**src/rtl/tgt_term_pkg.sv**
```systemverilog
// Package: shared types for the target termination controller.
// Assumes active-low bus lines; drive values of 1 mean deasserted.
package tgt_term_pkg;

    typedef enum logic [1:0] {
        ST_IDLE = 2'd0,
        ST_DATA = 2'd1,
        ST_PARK = 2'd2
    } tst_e;

    typedef struct packed {
        logic sel_n;
        logic rdy_n;
        logic end_n;
        logic oe;
    } pins_t;

    localparam pins_t PINS_OFF   = '{sel_n: 1'b1, rdy_n: 1'b1, end_n: 1'b1, oe: 1'b0};
    localparam pins_t PINS_CLAIM = '{sel_n: 1'b0, rdy_n: 1'b1, end_n: 1'b1, oe: 1'b1};
    localparam pins_t PINS_PARK  = '{sel_n: 1'b1, rdy_n: 1'b1, end_n: 1'b1, oe: 1'b1};

endpackage

```
**src/rtl/tgt_phase_mon.sv**
```systemverilog
// Module: tgt_phase_mon
// Watches the master lines against the block's own registered drive values
// and reports address phases, data-phase completion and transfers.
// Assumes the drive values come straight from registers (no loop).
module tgt_phase_mon (
    input  logic clk,
    input  logic rst_n,
    input  logic cyc_n,
    input  logic mrdy_n,
    input  logic idle,
    input  logic in_data,
    input  logic rdy_n,
    input  logic end_n,
    output logic addr_phase,
    output logic phase_done,
    output logic last_done,
    output logic xfer
);

    logic cyc_q;

    // Remember the framing line from the previous edge to spot its falling edge.
    always_ff @(posedge clk) begin
        if (!rst_n) cyc_q <= 1'b1;
        else        cyc_q <= cyc_n;
    end

    // Decode phase events from the current line levels.
    always_comb begin
        addr_phase = idle & ~cyc_n & cyc_q;
        phase_done = in_data & ~mrdy_n & (~rdy_n | ~end_n);
        last_done  = phase_done & cyc_n;
        xfer       = in_data & ~mrdy_n & ~rdy_n;
    end

endmodule

```
**src/rtl/tgt_xfer_count.sv**
```systemverilog
// Module: tgt_xfer_count
// Counts transfers within one access; cleared when a new access is claimed.
// Assumes clear and increment never coincide (claim happens only when idle).
module tgt_xfer_count #(
    parameter int CNT_W = 8
) (
    input  logic             clk,
    input  logic             rst_n,
    input  logic             clear,
    input  logic             inc,
    output logic [CNT_W-1:0] count
);

    localparam logic [CNT_W-1:0] ONE = CNT_W'(1);

    // Clear on claim, step on every transfer edge.
    always_ff @(posedge clk) begin
        if (!rst_n)     count <= '0;
        else if (clear) count <= '0;
        else if (inc)   count <= count + ONE;
    end

endmodule

```
**src/rtl/tgt_abort_flag.sv**
```systemverilog
// Module: tgt_abort_flag
// Sticky record that a target abort was signalled; only reset clears it.
module tgt_abort_flag (
    input  logic clk,
    input  logic rst_n,
    input  logic set,
    output logic flag
);

    // Latch any abort until reset.
    always_ff @(posedge clk) begin
        if (!rst_n)   flag <= 1'b0;
        else if (set) flag <= 1'b1;
    end

endmodule

```
**src/rtl/tgt_term_fsm.sv**
```systemverilog
// Module: tgt_term_fsm
// Owns the registered select, ready and stop drive values and the shared
// enable. Decides claim, pacing and termination kind, holds stop, freezes
// during pending phases and runs the park-then-release sequence.
// Assumes phase events from tgt_phase_mon are based on its own outputs.
module tgt_term_fsm
    import tgt_term_pkg::*;
(
    input  logic  clk,
    input  logic  rst_n,
    input  logic  addr_phase,
    input  logic  addr_hit,
    input  logic  phase_done,
    input  logic  last_done,
    input  logic  be_ready,
    input  logic  be_stop,
    input  logic  be_fatal,
    output pins_t pins,
    output logic  idle,
    output logic  in_data,
    output logic  claim,
    output logic  abort_issue
);

    tst_e  st, st_nxt;
    pins_t pins_nxt;
    logic  pending;

    assign idle    = (st == ST_IDLE);
    assign in_data = (st == ST_DATA);
    // A phase is pending when ready or stop is asserted and it has not completed.
    assign pending = (~pins.rdy_n | ~pins.end_n) & ~phase_done;

    // Next-state and next-drive decision.
    always_comb begin
        st_nxt      = st;
        pins_nxt    = pins;
        claim       = 1'b0;
        abort_issue = 1'b0;
        unique case (st)
            ST_IDLE: begin
                pins_nxt = PINS_OFF;
                if (addr_phase && addr_hit) begin
                    st_nxt   = ST_DATA;
                    pins_nxt = PINS_CLAIM;
                    claim    = 1'b1;
                end
            end
            ST_DATA: begin
                if (last_done) begin
                    st_nxt   = ST_PARK;
                    pins_nxt = PINS_PARK;
                end else if (!pins.end_n) begin
                    // Stop is held; only drop ready once a phase has completed.
                    if (phase_done) pins_nxt.rdy_n = 1'b1;
                end else if (pending) begin
                    pins_nxt = pins;
                end else if (be_fatal) begin
                    pins_nxt.sel_n = 1'b1;
                    pins_nxt.rdy_n = 1'b1;
                    pins_nxt.end_n = 1'b0;
                    abort_issue    = 1'b1;
                end else if (be_stop) begin
                    pins_nxt.end_n = 1'b0;
                    pins_nxt.rdy_n = ~be_ready;
                end else begin
                    pins_nxt.rdy_n = ~be_ready;
                end
            end
            ST_PARK: begin
                st_nxt   = ST_IDLE;
                pins_nxt = PINS_OFF;
            end
            default: begin
                st_nxt   = ST_IDLE;
                pins_nxt = PINS_OFF;
            end
        endcase
    end

    // State and drive registers.
    always_ff @(posedge clk) begin
        if (!rst_n) begin
            st   <= ST_IDLE;
            pins <= PINS_OFF;
        end else begin
            st   <= st_nxt;
            pins <= pins_nxt;
        end
    end

endmodule

```
**src/rtl/tgt_term_ctrl.sv**
```systemverilog
// Module: tgt_term_ctrl (top)
// Target-side claim, pacing and termination controller. Wires the phase
// monitor, the drive FSM, the transfer counter and the sticky abort flag.
// Assumes a separate decoder supplies addr_hit_i in the address phase.
module tgt_term_ctrl
    import tgt_term_pkg::*;
#(
    parameter int CNT_W = 8
) (
    input  logic             clk,
    input  logic             rst_n,
    input  logic             cyc_n_i,
    input  logic             mrdy_n_i,
    input  logic             addr_hit_i,
    input  logic             be_ready_i,
    input  logic             be_stop_i,
    input  logic             be_fatal_i,
    output logic             sel_n_o,
    output logic             sel_oe_o,
    output logic             rdy_n_o,
    output logic             rdy_oe_o,
    output logic             end_n_o,
    output logic             end_oe_o,
    output logic             xfer_o,
    output logic [CNT_W-1:0] xfer_cnt_o,
    output logic             tabort_o
);

    pins_t pins;
    logic  idle, in_data, claim, abort_issue;
    logic  addr_phase, phase_done, last_done;

    tgt_phase_mon u_mon (
        .clk        (clk),
        .rst_n      (rst_n),
        .cyc_n      (cyc_n_i),
        .mrdy_n     (mrdy_n_i),
        .idle       (idle),
        .in_data    (in_data),
        .rdy_n      (pins.rdy_n),
        .end_n      (pins.end_n),
        .addr_phase (addr_phase),
        .phase_done (phase_done),
        .last_done  (last_done),
        .xfer       (xfer_o)
    );

    tgt_term_fsm u_fsm (
        .clk         (clk),
        .rst_n       (rst_n),
        .addr_phase  (addr_phase),
        .addr_hit    (addr_hit_i),
        .phase_done  (phase_done),
        .last_done   (last_done),
        .be_ready    (be_ready_i),
        .be_stop     (be_stop_i),
        .be_fatal    (be_fatal_i),
        .pins        (pins),
        .idle        (idle),
        .in_data     (in_data),
        .claim       (claim),
        .abort_issue (abort_issue)
    );

    tgt_xfer_count #(.CNT_W(CNT_W)) u_cnt (
        .clk   (clk),
        .rst_n (rst_n),
        .clear (claim),
        .inc   (xfer_o),
        .count (xfer_cnt_o)
    );

    tgt_abort_flag u_flag (
        .clk   (clk),
        .rst_n (rst_n),
        .set   (abort_issue),
        .flag  (tabort_o)
    );

    // One shared enable; individual drive values from the FSM registers.
    assign sel_n_o  = pins.sel_n;
    assign rdy_n_o  = pins.rdy_n;
    assign end_n_o  = pins.end_n;
    assign sel_oe_o = pins.oe;
    assign rdy_oe_o = pins.oe;
    assign end_oe_o = pins.oe;

endmodule

```
**config.mk**
```make
export PLATFORM = sky130hd
export DESIGN_NAME = tgt_term_ctrl
export DESIGN_NICKNAME = d
export VERILOG_FILES = /design/src/rtl/tgt_term_pkg.sv /design/src/rtl/tgt_phase_mon.sv /design/src/rtl/tgt_xfer_count.sv /design/src/rtl/tgt_abort_flag.sv /design/src/rtl/tgt_term_fsm.sv /design/src/rtl/tgt_term_ctrl.sv
export SDC_FILE = /design/constraint.sdc
export NUM_CORES = 1
export LEC_CHECK = 0
export ABC_AREA = 1
export BUFFER_PORTS_ARGS = -buffer_cell sky130_fd_sc_hd__buf_2
export CAP_MARGIN = 20
export CORE_MARGIN = 2
export CORE_UTILIZATION = 40
export CTS_CLUSTER_DIAMETER = 50
export DETAILED_ROUTE_END_ITERATION = 16
export PLACE_DENSITY = 0.75
export SYNTH_ARGS = -nofsm -noshare
export SYNTH_HDL_FRONTEND = slang
export SYNTH_HIERARCHICAL = 1
export SYNTH_SLANG_ARGS = --single-unit
export TNS_END_PERCENT = 10
```
**constraint.sdc**
```tcl
create_clock -name clk -period 1.9 [get_ports clk]
set_clock_uncertainty 0.1 [all_clocks]
set_input_delay 0.285 -clock clk [delete_from_list [all_inputs] [get_ports clk]]
set_output_delay 0.285 -clock clk [all_outputs]
set_load 0.005 [all_outputs]
```
==> results.cfg, run 1 <==
[place]
placed_cell_area_um2 = 925
gp_congestion = 0.813
placed_cells = 158
post-place-ws_ns = 0.246
hpwl_um = 1200
port_buffers = 23

[timing]
relSlewSlack_pct = 71.2
fin_crit_ns = 1.72
tns_ns = 0
layout_setup_ws_ns = 0.181
finalHoldViolCount = 0
setup_violations = 0
worst_slew_pin_slew_ns = 0.431
fmax_ghz = 0.582
finalMaxSlewViolations = 0
finalCritPeriodShare_pct = 90.5
rsz0062_at_grt = no
finalHoldWorstSlack_ns = 0.120

[die]
die-area_um2 = 2350
pin_count = 24
rows = 16
die_w_um = 48.5
die_h_um = 48.5
initial_core_util_pct = 41.1
core_um2 = 1920

[pwr]
switching_share_pct = 23.9
peakVddDrop_mv = 0.311
power_density_nw_per_um2 = 661
power_frac_seq_pct = 54.6
p_int_mw = 0.485
finalPower_mw = 0.637
leakagePower_nw = 0.484
power_switching_mw = 0.152
clkPwrFrac_pct = 35.3
combPwrFrac_pct = 10.1

[grt]
grt_start_max_net_pins = 10
grt_usage_pct = 15.5
antenna_found_initial = 0
grt_overflow = 0
grt_pass1_vias = 714
grt_pass1_wl_um = 2860

[synth]
syn_area_um2 = 791
syn_inst = 110
yosys.area.top_type = dfxtp_1
synth_fa_ha_area_share_pct = 1.58
synthMuxAreaShare_pct = 0
yosys_warnings = 6
synth_compound_area_share_pct = 10.9
syn-mean-instance-area_um2 = 7.19
ys_types = 22
synth_seq_area_share_pct = 40.5
syn_nets = 119
synth-seq-cells = 16
synthTopCellsByArea = dfxtp_1, nand2_1, inv_1
synth-simple-area-share_pct = 35.3
synth_top_family_by_area = simple AND/OR/NAND/NOR gates
synth_top_area_share_pct = 40.5
synth_xor_area_share_pct = 0

[worst_setup_path]
rrSetupSlack_ns = 0.33
max_stage_delay_ns = 0.37
setup.worst_path.class = flip-flop to primary output
rr_worst_depth = 10
slowest_stage = dfxtp_1
path_cells = nand2_2, inv_4, nand2_1, nor2_2, buf_2
worst_ep_arrival_time_ns = 1.33
crit_path_start_kind = flip-flop
end_kind = primary output
timing.rr.start = u_fsm/st[0]$_SDFFE_PN0P_
crit_fanout = 8
rr_endpoint = u_cnt/count[7]$_SDFFE_PP0P_
cp.required_ns = 1.51

[clocking]
cts_setup_buffers = 0
cts_buffers = 3
cts_hold_buf = 0
insertion_delay_ns = 0.28
cts_tree = done
cts-resized-gates = 0
path_clk_slew_ns = 0.10
ctsRootBufferMaster = clkbuf_4
cts_max_level = 1
clockBufferDepth = 2
cts.sinks = 16

[route]
ant_nets = 0
dr.pass1.iters = 4
m1WireLength_um = 696
met2_length_um = 809
maxUsedRoutingLayer = met4
routedWlPerCell_um = 9.72
viasPerCell = 4.56
dr_wl_met3_um = 49
drtIter0Drc = 15
drc = 0
postRouteWirelength_um = 1580
num_vias = 738

[finish]
fin_util_pct = 50.1
antennaDiodeCount = 0
area_growth_pct = 21.8
fillers = 198
fin_area_um2 = 963
fin_cells = 162
drive_above_1_share_pct = 32.6
final_nets = 145

[job]
cap_viol_max_count = 0

[run_status]
outcome = finished clean

[min_path]
whs_path_depth = 3
hp-start = cyc_n_i
hold_class = input pin to flip-flop
hold_end = u_mon/cyc_q$_SDFF_PN1_
-- sequential cells by signal (all words and copies together) (netlist names) --
name         cells
u_cnt/count      8
u_flag/flag      1
u_fsm/pins       4
u_fsm/st         2
u_mon/cyc_q      1
-- per-layer routing --
layer	vias up	track usage, %
met5	-	0
met4	0	11.0
met3	2	1.85
met2	13	27.1
met1	329	17.5
li1	394	-
-- power groups by stage --
stage                     combinational (mW)  sequential (mW)  clock (mW)
final                                 0.0644            0.348       0.225
after global routing                  0.0738            0.349       0.250
after CTS                             0.0641            0.348       0.233
after detailed placement              0.0635            0.356           0
after global placement                0.0624            0.355           0
after floorplan                       0.0437            0.355           0
-- worst max path at each step --
stage / slack, ns / from / end
floorplan: 0.37 / u_fsm/st[0]$_SDFFE_PN0P_ / u_cnt/count[6]$_SDFFE_PP0P_
global placement: 0.32 / u_fsm/st[0]$_SDFFE_PN0P_ / u_cnt/count[6]$_SDFFE_PP0P_
detailed placement: 0.25 / u_fsm/st[0]$_SDFFE_PN0P_ / u_cnt/count[6]$_SDFFE_PP0P_
CTS: 0.06 / u_fsm/st[0]$_SDFFE_PN0P_ / xfer_o
global route: 0.09 / u_fsm/st[0]$_SDFFE_PN0P_ / xfer_o
finish: 0.18 / u_fsm/st[0]$_SDFFE_PN0P_ / xfer_o
-- Yosys cell counts (all sizes together) --
library cell / instances
o211ai: 1
inv: 20
dfxtp: 16
o21ai: 6
nand3b: 1
buf: 2
nand3: 8
nor3: 1
ha: 1
a21oi: 9
nor2: 19
nand4: 1
nand2: 25
-- layout make-up --
| class | instances | area [µm²] | area share, % |
|---|---|---|---|
| Multi-Input combinational cell | 72 | 380 | 39.5 |
| Inverter | 20 | 77.6 | 8.05 |
| Clock buffer | 4 | 36.3 | 3.77 |
| Sequential cell | 16 | 320 | 33.2 |
| Timing Repair Buffer | 23 | 115 | 11.9 |
| Tap cell | 27 | 33.8 | 3.51 |
-- worst max-delay path, delay by kind of cell, from the launching register on --
family                 cells  cell delay (ns)
buffers and inverters      2             0.27
flip-flops                 1             0.37
AND/OR/NAND/NOR            3             0.41
-- placed cells by master, fill, tap and decap left out --
master | Yosys | final
nand2_2 | 2 | 2
nand2_4 | 1 | 1
clkbuf_8 | 0 | 1
nor2_1 | 14 | 13
inv_4 | 1 | 1
o211ai_1 | 1 | 1
nand3_1 | 4 | 4
nor2_4 | 2 | 2
a21oi_2 | 1 | 1
nand2_1 | 22 | 22
dfxtp_1 | 16 | 16
nor3_1 | 1 | 1
buf_2 | 0 | 23
clkbuf_4 | 0 | 3
nand3_2 | 4 | 4
nand4_1 | 1 | 1
nand3b_1 | 1 | 1
ha_1 | 1 | 1
inv_1 | 17 | 17
nor2_2 | 3 | 4
a21oi_1 | 8 | 8
inv_2 | 2 | 2
o21ai_0 | 5 | 5
o21ai_1 | 1 | 1
-- cells by family (layout without fill, tap and decap cells) --
family,after synthesis,count (layout)
compound gates,16,16
fa+ha+maj,1,1
simple gates,55,55
buf+inv,22,47
flops,16,16
(Power assumes the default switching activity.)
==> inputs of run 2 (changes only) <==
CORE_MARGIN = unset   (was 2)
PLACE_DENSITY = 0.66   (was 0.75)
==> results.cfg, run 2 (same netlist as run 1, synthesis figures left out) <==
[route]
num_vias = 718
routedWlPerCell_um = 9.15
dr.pass1.iters = 4
viasPerCell = 4.49
ant_nets = 0
drtIter0Drc = 22
postRouteWirelength_um = 1460
drc = 0

[clocking]
cts.sinks = 16
cts_tree = done
path_clk_slew_ns = 0.09
ctsRootBufferMaster = clkbuf_4
cts_buffers = 3
insertion_delay_ns = 0.28
clockBufferDepth = 2
cts_setup_buffers = 0
cts_max_level = 1

[pwr]
leakagePower_nw = 0.484
power_density_nw_per_um2 = 660
peakVddDrop_mv = 0.473

[die]
die-area_um2 = 2160
pin_count = 24
initial_core_util_pct = 44.4
rows = 15
die_h_um = 46.5
core_um2 = 1780
die_w_um = 46.5

[timing]
finalMaxSlewViolations = 0
tns_ns = 0
layout_setup_ws_ns = 0.191
worst_slew_pin_slew_ns = 0.447
rsz0062_at_grt = no
fin_crit_ns = 1.71
finalHoldWorstSlack_ns = 0.120
finalHoldViolCount = 0
relSlewSlack_pct = 70.1
setup_violations = 0
fmax_ghz = 0.585
finalCritPeriodShare_pct = 90.0

[grt]
grt_pass1_vias = 572
grt_usage_pct = 15.2
antenna_found_initial = 0
grt_start_max_net_pins = 10
grt_pass1_wl_um = 2350
grt_overflow = 0

[finish]
fin_util_pct = 53.9
final_common_cell = buf_2
largest_registers = u_cnt/count: 8 flops, u_fsm/pins: 4 flops, u_fsm/st: 2 flops
largest_register_ff_count = 8
layout_common_cells = buf_2, nand2_1, inv_1
fin_cells = 160
drive_above_1_share_pct = 32.6
area_growth_pct = 21.5
final_nets = 145
regMostFlops = u_cnt/count
antennaDiodeCount = 0

[place]
hpwl_um = 1140
gp_congestion = 0.729
port_buffers = 23
placed_cells = 156
post-place-ws_ns = 0.237

[worst_setup_path]
slowest_stage = dfxtp_1
worst_ep_arrival_time_ns = 1.32
crit_fanout = 8
max_stage_delay_ns = 0.37
cp.required_ns = 1.51
path_cells = nand2_2, inv_4, nand2_1, nor2_2, buf_2
crit_path_start_kind = flip-flop
end_kind = primary output
setup.worst_path.class = flip-flop to primary output

[job]
cap_viol_max_count = 0

[run_status]
outcome = finished clean

[min_path]
hold_class = input pin to flip-flop
run 2: cell type report:
class	instances	area, µm²
repair buffers	23	115
fillers	182	822
clock buffers	4	36.3
flip-flops and latches	16	320
well taps	25	31.3
inverters	20	77.6
multi-input cells	72	380
run 2: stage by stage:
stage | instance area (µm²) | power, mW
after floorplan | 791 | 0.399
after global placement | 922 | 0.418
after detailed placement | 922 | 0.420
after CTS | 958 | 0.646
after global routing | 961 | 0.673
final | 961 | 0.635
run 2: final timing paths:
| kind | slack (ns) | startpoint | to | cells past startpoint |
|---|---|---|---|---|
| min | 0.12 | cyc_n_i | u_mon/cyc_q$_SDFF_PN1_ | 3 |
| min reg2reg | 0.39 | u_flag/flag$_SDFFE_PN0P_ | u_flag/flag$_SDFFE_PN0P_ | 2 |
| max reg2reg | 0.35 | u_fsm/st[0]$_SDFFE_PN0P_ | u_cnt/count[6]$_SDFFE_PP0P_ | 9 |
| max | 0.19 | u_fsm/st[0]$_SDFFE_PN0P_ | xfer_o | 5 |
run 2: critical path: cells and delay by family, from the launching register on:
family | cells | cell delay, ns
simple gates | 3 | 0.40
flops | 1 | 0.37
buf+inv | 2 | 0.26
run 2: layer usage:
layer	vias up	track usage, %	share of wire (%)
met5	-	0	0
met4	0	3.53	0
met3	0	5.88	4.9
met2	13	21.7	45
met1	315	21.3	50
li1	390	-	-
run 2: power by group:
part           internal [mW]  switching [mW]
logic                 0.0256          0.0383
registers              0.342         0.00533
clock network          0.117           0.106
total                  0.485           0.150
run 2: timing repair:
action,CTS,global route
hold buffers,0,0
hold endpoints to repair,0,0
gates resized for setup,0,1
endpoints found under the setup margin,0,2
==> inputs of run 3 (changes only) <==
PLACE_DENSITY = 0.68   (was 0.66)
SKIP_LAST_GASP = 1   (was unset)
clock period = 1.5 ns   (was 1.9 ns; I/O delays follow)
==> results.cfg, run 3 (same netlist as run 1, synthesis figures left out) <==
[route]
ant_nets = 0
dr.pass1.iters = 4
num_vias = 756
postRouteWirelength_um = 1620
viasPerCell = 4.53
drtIter0Drc = 22
routedWlPerCell_um = 9.72
drc = 0

[clocking]
ctsRootBufferMaster = clkbuf_4
cts_buffers = 3
cts_max_level = 1
cts_hold_buf = 0
clockBufferDepth = 2
cts.sinks = 16
cts_tree = done
path_clk_slew_ns = 0.10
insertion_delay_ns = 0.29

[die]
die_w_um = 46.5
die-area_um2 = 2160
pin_count = 24
core_um2 = 1780
rows = 15
die_h_um = 46.5
initial_core_util_pct = 44.4

[worst_setup_path]
worst_ep_arrival_time_ns = 1.14
crit_path_start_kind = flip-flop
cp.required_ns = 1.17
end_kind = primary output
setup.worst_path.class = flip-flop to primary output
crit_fanout = 5

[grt]
grt_usage_pct = 17.1
grt_start_max_net_pins = 10
grt_pass1_wl_um = 2610
grt_pass1_vias = 640
grt_overflow = 0
antenna_found_initial = 0

[pwr]
finalPower_mw = 0.833
leakagePower_nw = 0.543
combPwrFrac_pct = 11.8
peakVddDrop_mv = 0.528
p_int_mw = 0.624
power_switching_mw = 0.209
power_frac_seq_pct = 53.0
power_density_nw_per_um2 = 786
clkPwrFrac_pct = 35.1
switching_share_pct = 25.0

[finish]
drive_above_1_share_pct = 40.8
fin_util_pct = 59.4
largest_register_ff_count = 8
fin_area_um2 = 1060
largest_registers = u_cnt/count: 8 flops, u_fsm/pins: 4 flops, u_fsm/st: 2 flops
fillers = 163
regArea_um2 = 323
fin_cells = 167
regMostFlops = u_cnt/count
antennaDiodeCount = 0
final_common_cell = buf_2
final_nets = 152
multi_input_area_um2 = 420
area_growth_pct = 34.0
layout_common_cells = buf_2, nand2_1, inv_1

[place]
placed_cells = 157
placed_cell_area_um2 = 932
gp_congestion = 0.818
port_buffers = 23
post-place-ws_ns = 0.0182
hpwl_um = 1120

[timing]
finalMaxSlewViolations = 0
tns_ns = 0
relSlewSlack_pct = 82.3
layout_setup_ws_ns = 0.0341
fin_crit_ns = 1.47
worst_slew_pin_slew_ns = 0.265
finalHoldWorstSlack_ns = 0.0553
fmax_ghz = 0.682
finalCritPeriodShare_pct = 97.7
rsz0062_at_grt = yes
setup_violations = 0
finalHoldViolCount = 0

[min_path]
hold_class = input pin to flip-flop

[run_status]
outcome = finished clean

[job]
cap_viol_max_count = 0
==> run 3: changes by cell type in the layout (fill, tap and decap cells not counted), sizes merged <==
cell  delta
buf      +7
==> run 3: power groups by stage <==
stage / logic, mW / registers (mW) / clock network, mW
2_1_floorplan: 0.0556 / 0.450 / 0
3_3_place_gp: 0.0803 / 0.450 / 0
3_5_place_dp: 0.0814 / 0.450 / 0
4_1_cts: 0.0865 / 0.442 / 0.301
5_1_grt: 0.112 / 0.443 / 0.320
6_report: 0.0986 / 0.442 / 0.293
==> run 3: what timing repair did <==
item	4_1_cts	5_1_grt
pin swaps	1	5
gates cloned	0	0
endpoints found under the setup margin	1	11
gates resized for setup	5	9
setup buffers	2	5
==> run 3: final timing paths <==
| kind | from | to | slack, ns | cells past startpoint |
|---|---|---|---|---|
| worst max-delay path | u_fsm/st[1]$_SDFFE_PN0P_ | xfer_o | 0.03 | 6 |
| worst min-delay path | rst_n | u_mon/cyc_q$_SDFF_PN1_ | 0.06 | 2 |
| worst max register to register | u_fsm/st[1]$_SDFFE_PN0P_ | u_cnt/count[7]$_SDFFE_PP0P_ | 0.04 | 12 |
| worst min register to register | u_flag/flag$_SDFFE_PN0P_ | u_flag/flag$_SDFFE_PN0P_ | 0.37 | 2 |
==> run 3: metal layers <==
| metal | share of wire, % | GRT usage (%) |
|---|---|---|
| met1 | 47 | 21.3 |
| met2 | 47 | 26.1 |
| met3 | 4.2 | 5.88 |
| met4 | 1.7 | 8.24 |
| met5 | 0 | 0 |
==> run 3: area by class of cell <==
| type | instances | area share (%) |
|---|---|---|
| Multi-Input combinational cell | 72 | 39.7 |
| Inverter | 20 | 7.32 |
| Sequential cell | 16 | 30.5 |
| Clock buffer | 4 | 3.42 |
| Tap cell | 25 | 2.95 |
| Timing Repair Buffer | 30 | 16.2 |
==> run 3: critical path, cell delays in order, from the launching register on <==
cell,delay (ns)
dfxtp_2,0.34
inv_2,0.06
nand2_4,0.06
inv_4,0.07
nand2_4,0.05
nor2_4,0.14
buf_2,0.14
